--- config.mk ---
export PLATFORM = sky130hd
export DESIGN_NAME = sadc_frame_ctrl
export DESIGN_NICKNAME = d
export VERILOG_FILES = /design/src/rtl/sadc_pkg.sv /design/src/rtl/sadc_edge_sync.sv /design/src/rtl/sadc_conv_timer.sv /design/src/rtl/sadc_out_shift.sv /design/src/rtl/sadc_frame_ctrl.sv
export SDC_FILE = /design/constraint.sdc
export NUM_CORES = 1
export LEC_CHECK = 0
export CAP_MARGIN = 20
export CORE_MARGIN = 2
export CORE_UTILIZATION = 30
export CTS_CLUSTER_SIZE = 20
export DETAILED_ROUTE_END_ITERATION = 10
export HOLD_SLACK_MARGIN = 0.03
export PLACE_DENSITY_LB_ADDON = 0.25
export SYNTH_ARGS = -nofsm -noshare
export SYNTH_HDL_FRONTEND = slang
export SYNTH_HIERARCHICAL = 1
export SYNTH_SLANG_ARGS = --single-unit
export TNS_END_PERCENT = 20
--- constraint.sdc ---
create_clock -name clk -period 2.05 [get_ports clk]
set_input_delay 0.5125 -clock clk [delete_from_list [all_inputs] [get_ports clk]]
set_output_delay 0.5125 -clock clk [all_outputs]
set_load 0.02 [all_outputs]
--- src/rtl/sadc_pkg.sv ---
package sadc_pkg;
   typedef enum logic [1:0] {
      ST_SLEEP = 2'd0,
      ST_SHIFT = 2'd1,
      ST_CONV  = 2'd2
   } sadc_state_t;
endpackage

--- src/rtl/sadc_edge_sync.sv ---
module sadc_edge_sync #(
   parameter int   STAGES  = 2,
   parameter logic RST_VAL = 1'b0
) (
   input  logic clk,
   input  logic rst_n,
   input  logic din,
   output logic level,
   output logic rise,
   output logic fall
);
   generate
      if (STAGES < 2) begin : g_bad_stages
         $error("sadc_edge_sync: STAGES must be at least 2");
      end
   endgenerate

   logic [STAGES:0] pipe;

   always_ff @(posedge clk or negedge rst_n) begin
      if (!rst_n) pipe <= {(STAGES+1){RST_VAL}};
      else        pipe <= {pipe[STAGES-1:0], din};
   end

   assign level = pipe[STAGES-1];
   assign rise  =  pipe[STAGES-1] & ~pipe[STAGES];
   assign fall  = ~pipe[STAGES-1] &  pipe[STAGES];
endmodule

--- src/rtl/sadc_conv_timer.sv ---
module sadc_conv_timer #(
   parameter int CONV_CYCLES = 14,
   parameter int CONV_DIV    = 4,
   parameter int CW          = $clog2(CONV_CYCLES + 1)
) (
   input  logic          clk,
   input  logic          rst_n,
   input  logic          run,
   output logic          done,
   output logic [CW-1:0] cnt
);
   localparam int DW = (CONV_DIV > 1) ? $clog2(CONV_DIV) : 1;
   localparam logic [CW-1:0] LAST = CW'(CONV_CYCLES - 1);

   logic tick;

   generate
      if (CONV_CYCLES < 1) begin : g_bad_cycles
         $error("sadc_conv_timer: CONV_CYCLES must be positive");
      end
      if (CONV_DIV <= 1) begin : g_nodiv
         assign tick = 1'b1;
      end else begin : g_div
         logic [DW-1:0] div_q;
         always_ff @(posedge clk or negedge rst_n) begin
            if (!rst_n)                           div_q <= '0;
            else if (div_q == DW'(CONV_DIV - 1))  div_q <= '0;
            else                                  div_q <= div_q + 1'b1;
         end
         assign tick = (div_q == DW'(CONV_DIV - 1));
      end
   endgenerate

   always_ff @(posedge clk or negedge rst_n) begin
      if (!rst_n)        cnt <= '0;
      else if (!run)     cnt <= '0;
      else if (tick)     cnt <= (cnt == LAST) ? '0 : cnt + 1'b1;
   end

   assign done = run & tick & (cnt == LAST);
endmodule

--- src/rtl/sadc_out_shift.sv ---
module sadc_out_shift #(
   parameter int FRAME_LEN = 16,
   parameter int RES_W     = 12
) (
   input  logic             clk,
   input  logic             rst_n,
   input  logic             load,
   input  logic [RES_W-1:0] word,
   input  logic             shift,
   output logic             msb
);
   localparam int PAD_W = FRAME_LEN - RES_W;

   logic [FRAME_LEN-1:0] image;
   logic [FRAME_LEN-1:0] sreg;

   generate
      if (PAD_W > 0) begin : g_pad
         assign image = {word, {PAD_W{1'b0}}};
      end else begin : g_nopad
         assign image = word;
      end
   endgenerate

   always_ff @(posedge clk or negedge rst_n) begin
      if (!rst_n)     sreg <= '0;
      else if (load)  sreg <= image;
      else if (shift) sreg <= {sreg[FRAME_LEN-2:0], 1'b0};
   end

   assign msb = sreg[FRAME_LEN-1];
endmodule

--- src/rtl/sadc_frame_ctrl.sv ---
module sadc_frame_ctrl #(
   parameter int RES_W        = 12,
   parameter int FRAME_LEN    = 16,
   parameter int SAMPLE_START = 5,
   parameter int CONV_CYCLES  = 14,
   parameter int CONV_DIV     = 4,
   parameter int SYNC_STAGES  = 2
) (
   input  logic             clk,
   input  logic             rst_n,
   input  logic             sel_n,
   input  logic             sclk,
   input  logic [RES_W-1:0] sample_word,
   output logic             sdo,
   output logic             sdo_oe,
   output logic             sdo_valid,
   output logic             sample_active,
   output logic             eoc,
   output logic             pwr_down
);
   import sadc_pkg::*;

   localparam int CNT_W = $clog2(FRAME_LEN + 1);
   localparam int CW    = $clog2(CONV_CYCLES + 1);
   localparam logic [CNT_W-1:0] LAST_CLK  = CNT_W'(FRAME_LEN);
   localparam logic [CNT_W-1:0] WIN_START = CNT_W'(SAMPLE_START);

   generate
      if (RES_W > FRAME_LEN) begin : g_bad_width
         $error("sadc_frame_ctrl: RES_W exceeds FRAME_LEN");
      end
      if (SAMPLE_START < 1 || SAMPLE_START > FRAME_LEN) begin : g_bad_window
         $error("sadc_frame_ctrl: SAMPLE_START out of frame");
      end
   endgenerate

   logic sel_lvl, sel_rise, sel_fall;
   logic sck_lvl, sck_rise, sck_fall;

   sadc_edge_sync #(.STAGES(SYNC_STAGES), .RST_VAL(1'b1)) u_sel_sync (
      .clk(clk), .rst_n(rst_n), .din(sel_n),
      .level(sel_lvl), .rise(sel_rise), .fall(sel_fall));

   sadc_edge_sync #(.STAGES(SYNC_STAGES), .RST_VAL(1'b0)) u_sck_sync (
      .clk(clk), .rst_n(rst_n), .din(sclk),
      .level(sck_lvl), .rise(sck_rise), .fall(sck_fall));

   sadc_state_t       state;
   logic [CNT_W-1:0]  clk_cnt;
   logic [RES_W-1:0]  held_word;
   logic [RES_W-1:0]  rslt;
   logic              rslt_vld;
   logic              frame_vld;
   logic              conv_done;
   logic [CW-1:0]     conv_cnt;
   logic              shift_msb;
   logic              load_frame;
   logic              shift_bit;

   assign load_frame = (state == ST_SLEEP) && sel_fall;
   assign shift_bit  = (state == ST_SHIFT) && !sel_rise && sck_rise &&
                       (clk_cnt != '0) && (clk_cnt < LAST_CLK);

   sadc_conv_timer #(.CONV_CYCLES(CONV_CYCLES), .CONV_DIV(CONV_DIV), .CW(CW)) u_timer (
      .clk(clk), .rst_n(rst_n), .run(state == ST_CONV),
      .done(conv_done), .cnt(conv_cnt));

   sadc_out_shift #(.FRAME_LEN(FRAME_LEN), .RES_W(RES_W)) u_shift (
      .clk(clk), .rst_n(rst_n), .load(load_frame), .word(rslt),
      .shift(shift_bit), .msb(shift_msb));

   always_ff @(posedge clk or negedge rst_n) begin
      if (!rst_n) begin
         state     <= ST_SLEEP;
         clk_cnt   <= '0;
         held_word <= '0;
         rslt      <= '0;
         rslt_vld  <= 1'b0;
         frame_vld <= 1'b0;
      end else begin
         case (state)
            ST_SLEEP: begin
               if (sel_fall) begin
                  state     <= ST_SHIFT;
                  clk_cnt   <= '0;
                  frame_vld <= rslt_vld;
               end
            end
            ST_SHIFT: begin
               if (sel_rise) begin
                  state <= ST_SLEEP;
               end else if (sck_rise && clk_cnt < LAST_CLK) begin
                  clk_cnt <= clk_cnt + 1'b1;
               end else if (sck_fall && clk_cnt == LAST_CLK) begin
                  held_word <= sample_word;
                  state     <= ST_CONV;
               end
            end
            ST_CONV: begin
               if (conv_done) begin
                  rslt     <= held_word;
                  rslt_vld <= 1'b1;
                  state    <= ST_SLEEP;
               end else if (sel_rise) begin
                  rslt_vld <= 1'b0;
                  state    <= ST_SLEEP;
               end
            end
            default: state <= ST_SLEEP;
         endcase
      end
   end

   assign sdo_oe        = (state == ST_SHIFT);
   assign sdo           = sdo_oe & shift_msb;
   assign sdo_valid     = sdo_oe & frame_vld;
   assign sample_active = (state == ST_SHIFT) && (clk_cnt >= WIN_START);
   assign eoc           = conv_done;
   assign pwr_down      = (state == ST_SLEEP);

   logic unused_lvl;
   assign unused_lvl = sel_lvl ^ sck_lvl;
endmodule

==> results of run 1 <==
[placed cells by master, fill, tap and decap left out, types with 2 or more instances in the layout]
| cell | netlist | layout |
|---|---|---|
| buf_12 | 0 | 2 |
| dfrtp_1 | 54 | 54 |
| inv_1 | 6 | 4 |
| inv_2 | 0 | 2 |
| ha_1 | 6 | 6 |
| o21ai_0 | 6 | 6 |
| nand2_1 | 22 | 22 |
| buf_2 | 3 | 2 |
| nor2b_1 | 6 | 6 |
| buf_6 | 1 | 2 |
| a21oi_1 | 3 | 3 |
| mux2i_1 | 14 | 14 |
| o31a_1 | 2 | 2 |
| mux2_2 | 25 | 13 |
| nand3_1 | 3 | 2 |
| clkdlybuf4s50_1 | 0 | 14 |
| mux2_4 | 0 | 12 |
| nand2b_1 | 2 | 2 |
| and2_1 | 3 | 2 |
| nor2_1 | 6 | 5 |
| a21boi_0 | 2 | 2 |
| and2b_2 | 2 | 2 |
| or4_1 | 2 | 2 |
| o21ai_1 | 8 | 8 |
| nand3b_1 | 2 | 2 |
| clkbuf_1 | 1 | 5 |
| clkbuf_8 | 0 | 10 |
| buf_4 | 1 | 17 |
| dfstp_2 | 3 | 3 |
[cell families (layout without fill, tap and decap cells)]
group | after synthesis | count (layout) | share of synthesized area (%)
multiplexers | 39 | 39 | 17.1
buffers and inverters | 12 | 64 | 2.44
AND/OR/NAND/NOR | 56 | 56 | 12.3
flip-flops | 57 | 57 | 58.1
AO/OA/AOI/OAI | 28 | 28 | 6.96
adder cells (fa/ha/maj) | 6 | 6 | 3.05
[power by group]
group	total, uW	leakage, uW	internal, uW	switching [uW]
sequential	1170	0.000772	1150	17.8
combinational	274	0.000575	145	129
clock	859	0.0000817	472	387
[metrics by stage]
stage	util (%)	cells	worst slack (ps)	hold slack [ps]	total power [uW]
2_1_floorplan	-	198	101	217	1290
3_3_place_gp	36.2	337	-11.2	342	1430
3_5_place_dp	36.2	337	-71.2	339	1440
4_1_cts	38.1	353	-60.3	177	2320
5_1_grt	39.3	355	-116	183	2430
6_report	39.3	355	-26.0	173	2300
[state kept, by name (all words and copies together), names as in the netlist]
register / cells
rslt: 12
u_shift/sreg: 12
u_sel_sync/pipe: 3
frame_vld: 1
rslt_vld: 1
u_sck_sync/pipe: 3
u_timer/cnt: 4
u_timer/g_div.div_q: 2
state: 2
held_word: 12
clk_cnt: 5
[timing repair]
item | in CTS | in global routing
setup buffers | 0 | 1
hold buffers | 0 | 0
pin swaps | 0 | 1
gates cloned | 0 | 1
endpoints found under the setup margin | 19 | 17
gates resized for setup | 12 | 25
[routing by layer]
layer / GRT usage, % / share of wire, % / vias to the layer above
met4: 7.25 / 2.6 / 0
li1: - / - / 786
met3: 2.63 / 1.8 / 9
met5: 0 / 0 / -
met2: 16.6 / 46 / 19
met1: 13.5 / 49 / 769
[worst max path at each step]
stage          cells after the start             to  slack, ps       start
6_report                           4  sample_active        -30  clk_cnt[0]
3_3_place_gp                       5  sample_active        -10  clk_cnt[1]
2_1_floorplan                      6       rslt[10]        100    state[1]
5_1_grt                            5  sample_active       -120  clk_cnt[1]
4_1_cts                            5  sample_active        -60  clk_cnt[1]
3_5_place_dp                       5  sample_active        -70  clk_cnt[1]
[area by class of cell]
| class | instances | area, um^2 | share of cell area [%] |
|---|---|---|---|
| Inverter | 6 | 22.5 | 0.708 |
| Sequential cell | 57 | 1430 | 44.9 |
| Clock inverter | 1 | 5.00 | 0.157 |
| Multi-Input combinational cell | 129 | 1030 | 32.5 |
| Tap cell | 105 | 131 | 4.13 |
| Clock buffer | 15 | 156 | 4.92 |
| Timing Repair Buffer | 42 | 402 | 12.6 |
==> flow_summary.yaml, run 1 <==
outcome:
  failed_checks: "negative setup slack"
  status: "finished with violations"
critical_path:
  critPathMaxFanout: 3
  worstRegToRegCells: 7
  crit_chain: "ha_1 -> o31a_1 -> o31a_1 -> buf_6"
  cp_top_family: "compound AO/OA/AOI/OAI gates"
  cpPeakStageDelay_ps: 410
  r2r_setup_slack_ps: 40
  cpMostUsedCell: "o31a_1"
  crit_path_end_kind: "primary output"
  r2r-start: "clk_cnt[0]"
  arrival_ps: 1560
  critPathKind: "reg2out"
  critPathBufInv: 1
  cp-start-kind: "register"
  worstPathRequired_ps: 1540
  slowest_stage: "dfrtp_1"
  r2r-end: "held_word[6]"
synthesis:
  yosysMostFrequentCell: "dfrtp_1"
  yosysUniqueCellTypes: 38
  synth_commonest_cells: "dfrtp_1, mux2_2, nand2_1, mux2i_1, o21ai_1"
  synth_top_area_cell: "dfrtp_1"
  async_reset_ff_share_pct: 100
  yosys.area.top_type_share_pct: 54.9
  syn_area_um2: 2460
  syn_inst: 198
  synth.top_cells.by_area: "dfrtp_1, mux2_2, mux2i_1"
  yosysSeqAreaShare_pct: 58.1
  yosys_warnings: 6
  avgSynthCellArea_um2: 12.4
  synth_edf_count: 0
  synth_flop_cell: "dfrtp_1"
  synth_seq_cells: 57
  syn-num-nets: 220
clock_tree:
  ctsHtreeMaxLevel: 3
  clk_path_buf_depth: 2
  cts-buffers-inserted: 9
  root_buffer: "clkbuf_8"
  clk-insertion-delay-late_ps: 320
  cts_sinks: 57
  clk_pin_slew_ps: 60
  cts_tree: "done"
global_route:
  grt_pass1_wl_um: 7300
  grt_pass1_vias: 1580
  grt_antenna_before_repair: 0
  grt_usage_pct: 10.8
  grt_max_degree: 58
  grt.overflow.total: 0
placement:
  dpl_cell_area_um2: 2930
  place_hpwl_um: 2880
  numPortBuffers: 21
  routabilityCongestion: 0.721
layout:
  stdcell_area_um2: 3180
  drive_above_1_share_pct: 30.4
  fin_nets: 267
  syn2layout_area_growth_pct: 29.2
  fillerInstances: 824
  antenna_cells: 0
drt:
  wire_per_inst_um: 12.2
  dr_total_vias: 1583
  routed_wl_um: 4340
  drc_errors: 0
  first_pass_iters: 4
  viasPerCell: 4.46
  ant_nets: 0
  drt_first_iter_violations: 65
floorplan:
  die-width_um: 94.6
  io_pins: 22
  fp.coreArea_um2: 8090
  num_rows: 33
  start_util_pct: 30.4
  die_h_um: 94.6
  die_area_um2: 8950
sta:
  rsz0062_at_grt: "true"
  worst_slack_ps: -26.0
  tns_ps: -26.0
  period_needed_ps: 2080
  setup_viol: 1
  slew_headroom_pct: 76.9
  worst_slew_pin_slew_ps: 347
  slew_viol_final: 0
  clock.fmax_ghz: 0.482
  fin_worst_skew_ps: 6.72
  final-hold-violation-count: 0
  finalCritPeriodShare_pct: 101
pwr:
  ir_drop_mv: 0.312
  leakage_uw: 0.00143
  powerDensity_nw_per_um2: 723
worst_hold_path:
  hp-class: "in2async"
flow_run:
  max-cap-violations: 0
No activity file was read; power rests on OpenSTA's default activity.
==> inputs of run 2 (changes only) <==
--- a/config.mk
+++ b/config.mk
@@ -6,12 +6,12 @@
 export NUM_CORES = 1
 export LEC_CHECK = 0
 export CAP_MARGIN = 20
-export CORE_MARGIN = 2
 export CORE_UTILIZATION = 30
 export CTS_CLUSTER_SIZE = 20
 export DETAILED_ROUTE_END_ITERATION = 10
 export HOLD_SLACK_MARGIN = 0.03
 export PLACE_DENSITY_LB_ADDON = 0.25
+export SLEW_MARGIN = 20
 export SYNTH_ARGS = -nofsm -noshare
 export SYNTH_HDL_FRONTEND = slang
 export SYNTH_HIERARCHICAL = 1
==> run 2 against run 1 <==
The flow still finishes with violations (negative setup slack). Total power is 5.2% higher. Non-clock buffer count is 1 higher. Via count is 2.0% higher. Global-route usage is 1.3 points higher. Sequential cell count stayed put. Clock skew is 4.5 ps higher. Largest power group unchanged. First-iteration DRC count is 4.6% higher. Critical path depth stayed put. Cell area is 1.1% higher. Clock power is 12% higher. Die area is 4.2% lower.
==> flow_summary.yaml, run 2 (same netlist as run 1, synthesis figures left out) <==
floorplan:
  die_h_um: 92.6
  fp.coreArea_um2: 7850
  io_pins: 22
  die_area_um2: 8570
  num_rows: 32
  die-width_um: 92.6
  start_util_pct: 31.4
layout:
  stdcell_area_um2: 3220
  antenna_cells: 0
  fillerInstances: 802
  final_common_cell: "dfrtp_1"
  reg_top3: "held_word (12), rslt (12), u_shift/sreg (12)"
  final_cell_mix: "dfrtp_1, nand2_1, mux2_2"
  syn2layout_area_growth_pct: 30.6
  drive_above_1_share_pct: 31.9
  seq_area_um2: 1430
  fin_nets: 268
  utilization_pct: 41.0
  multiInputGateArea_um2: 1030
clock_tree:
  root_buffer: "clkbuf_8"
  ctsHoldBuffers: 0
  cts_tree: "done"
  cts_sinks: 57
  cts-buffers-inserted: 9
  clk-insertion-delay-late_ps: 340
  clk_path_buf_depth: 2
  ctsHtreeMaxLevel: 3
  clk_pin_slew_ps: 60
sta:
  fin_worst_skew_ps: 11.2
  setup_viol: 1
  finalCritPeriodShare_pct: 102
  worst_slew_pin_slew_ps: 306
  slew_headroom_pct: 79.6
  period_needed_ps: 2090
  hold-worst-slack_ps: 51.6
  worst_slack_ps: -42.7
  final-hold-violation-count: 0
  rsz0062_at_grt: "true"
  clock.fmax_ghz: 0.478
  slew_viol_final: 0
critical_path:
  cpMostUsedCell: "o31a_1"
  slowest_stage: "dfrtp_1"
  arrival_ps: 1580
  r2r-start: "clk_cnt[1]"
  worstPathRequired_ps: 1540
  critPathKind: "reg2out"
  crit_chain: "ha_2 -> o31a_1 -> o31a_1 -> buf_6"
  cp-start-kind: "register"
  cpPeakStageDelay_ps: 390
  r2r_setup_slack_ps: 10
  crit_path_end_kind: "primary output"
  worstRegToRegCells: 7
  critPathMaxFanout: 2
  r2r-end: "held_word[4]"
placement:
  numPortBuffers: 21
  dpl_cell_area_um2: 2950
  place_hpwl_um: 3040
  routabilityCongestion: 0.761
drt:
  viasPerCell: 4.57
  ant_nets: 0
  wire_per_inst_um: 12.8
  routed_wl_um: 4520
  first_pass_iters: 4
  dr_total_vias: 1614
  drt_first_iter_violations: 68
  drc_errors: 0
global_route:
  grt_antenna_before_repair: 0
  grt_pass1_vias: 1586
  grt.overflow.total: 0
  grt_usage_pct: 12.2
  grt_max_degree: 47
  grt_pass1_wl_um: 7810
pwr:
  leakage_uw: 0.00145
  finalPower_uw: 2420
  powerDensity_nw_per_um2: 752
  ir_drop_mv: 0.485
outcome:
  status: "finished with violations"
  failed_checks: "negative setup slack"
worst_hold_path:
  hp-class: "in2async"
flow_run:
  max-cap-violations: 0
==> run 2: area by class of cell <==
cell class                      count  share of cell area (%)
Clock buffer                       14                    5.37
Tap cell                          102                    3.97
Multi-Input combinational cell    129                    32.0
Inverter                            6                   0.778
Clock inverter                      2                   0.389
Sequential cell                    57                    44.5
Timing Repair Buffer               43                    13.1
==> run 2: per-layer routing <==
metal	routed length, um	share of wire (%)	GRT usage, %
met3	148	3.3	2.79
met1	2320	51	17.0
met4	136	3.0	7.81
met5	0	0	0
met2	1910	42	16.7
==> run 2: worst max-delay path: cells and delay by family (launching register included) <==
kind	cells	cell delay, ps
flops	1	390
fa+ha+maj	1	180
compound gates	2	540
buf+inv	1	130
==> run 2: repair_timing <==
item,CTS,global route
pin swaps,0,4
endpoints found under the setup margin,6,14
resized for setup,14,18
cloned,0,1
setup buffers,1,0
==> run 2: stage by stage <==
step	setup slack [ps]	cells	TNS (ps)
detailed placement	-92.3	335	-92.3
floorplan	101	198	0
global placement	-33.6	335	-38.5
global route	-106	353	-631
finish	-42.7	353	-42.7
CTS	-41.7	352	-41.7
==> run 2: power by group <==
group	internal (uW)	switching, uW
Clock	536	429
Combinational	146	146
Sequential	1150	14.4
==> run 2: worst max-delay path by stage <==
stage / slack [ps] / to / cells after the start / from
after floorplan: 100 / rslt[10] / 6 / state[1]
after global placement: -30 / sample_active / 4 / clk_cnt[0]
after detailed placement: -90 / sample_active / 4 / clk_cnt[0]
after CTS: -40 / sample_active / 5 / clk_cnt[1]
after global routing: -110 / sample_active / 5 / clk_cnt[1]
final: -40 / sample_active / 4 / clk_cnt[0]
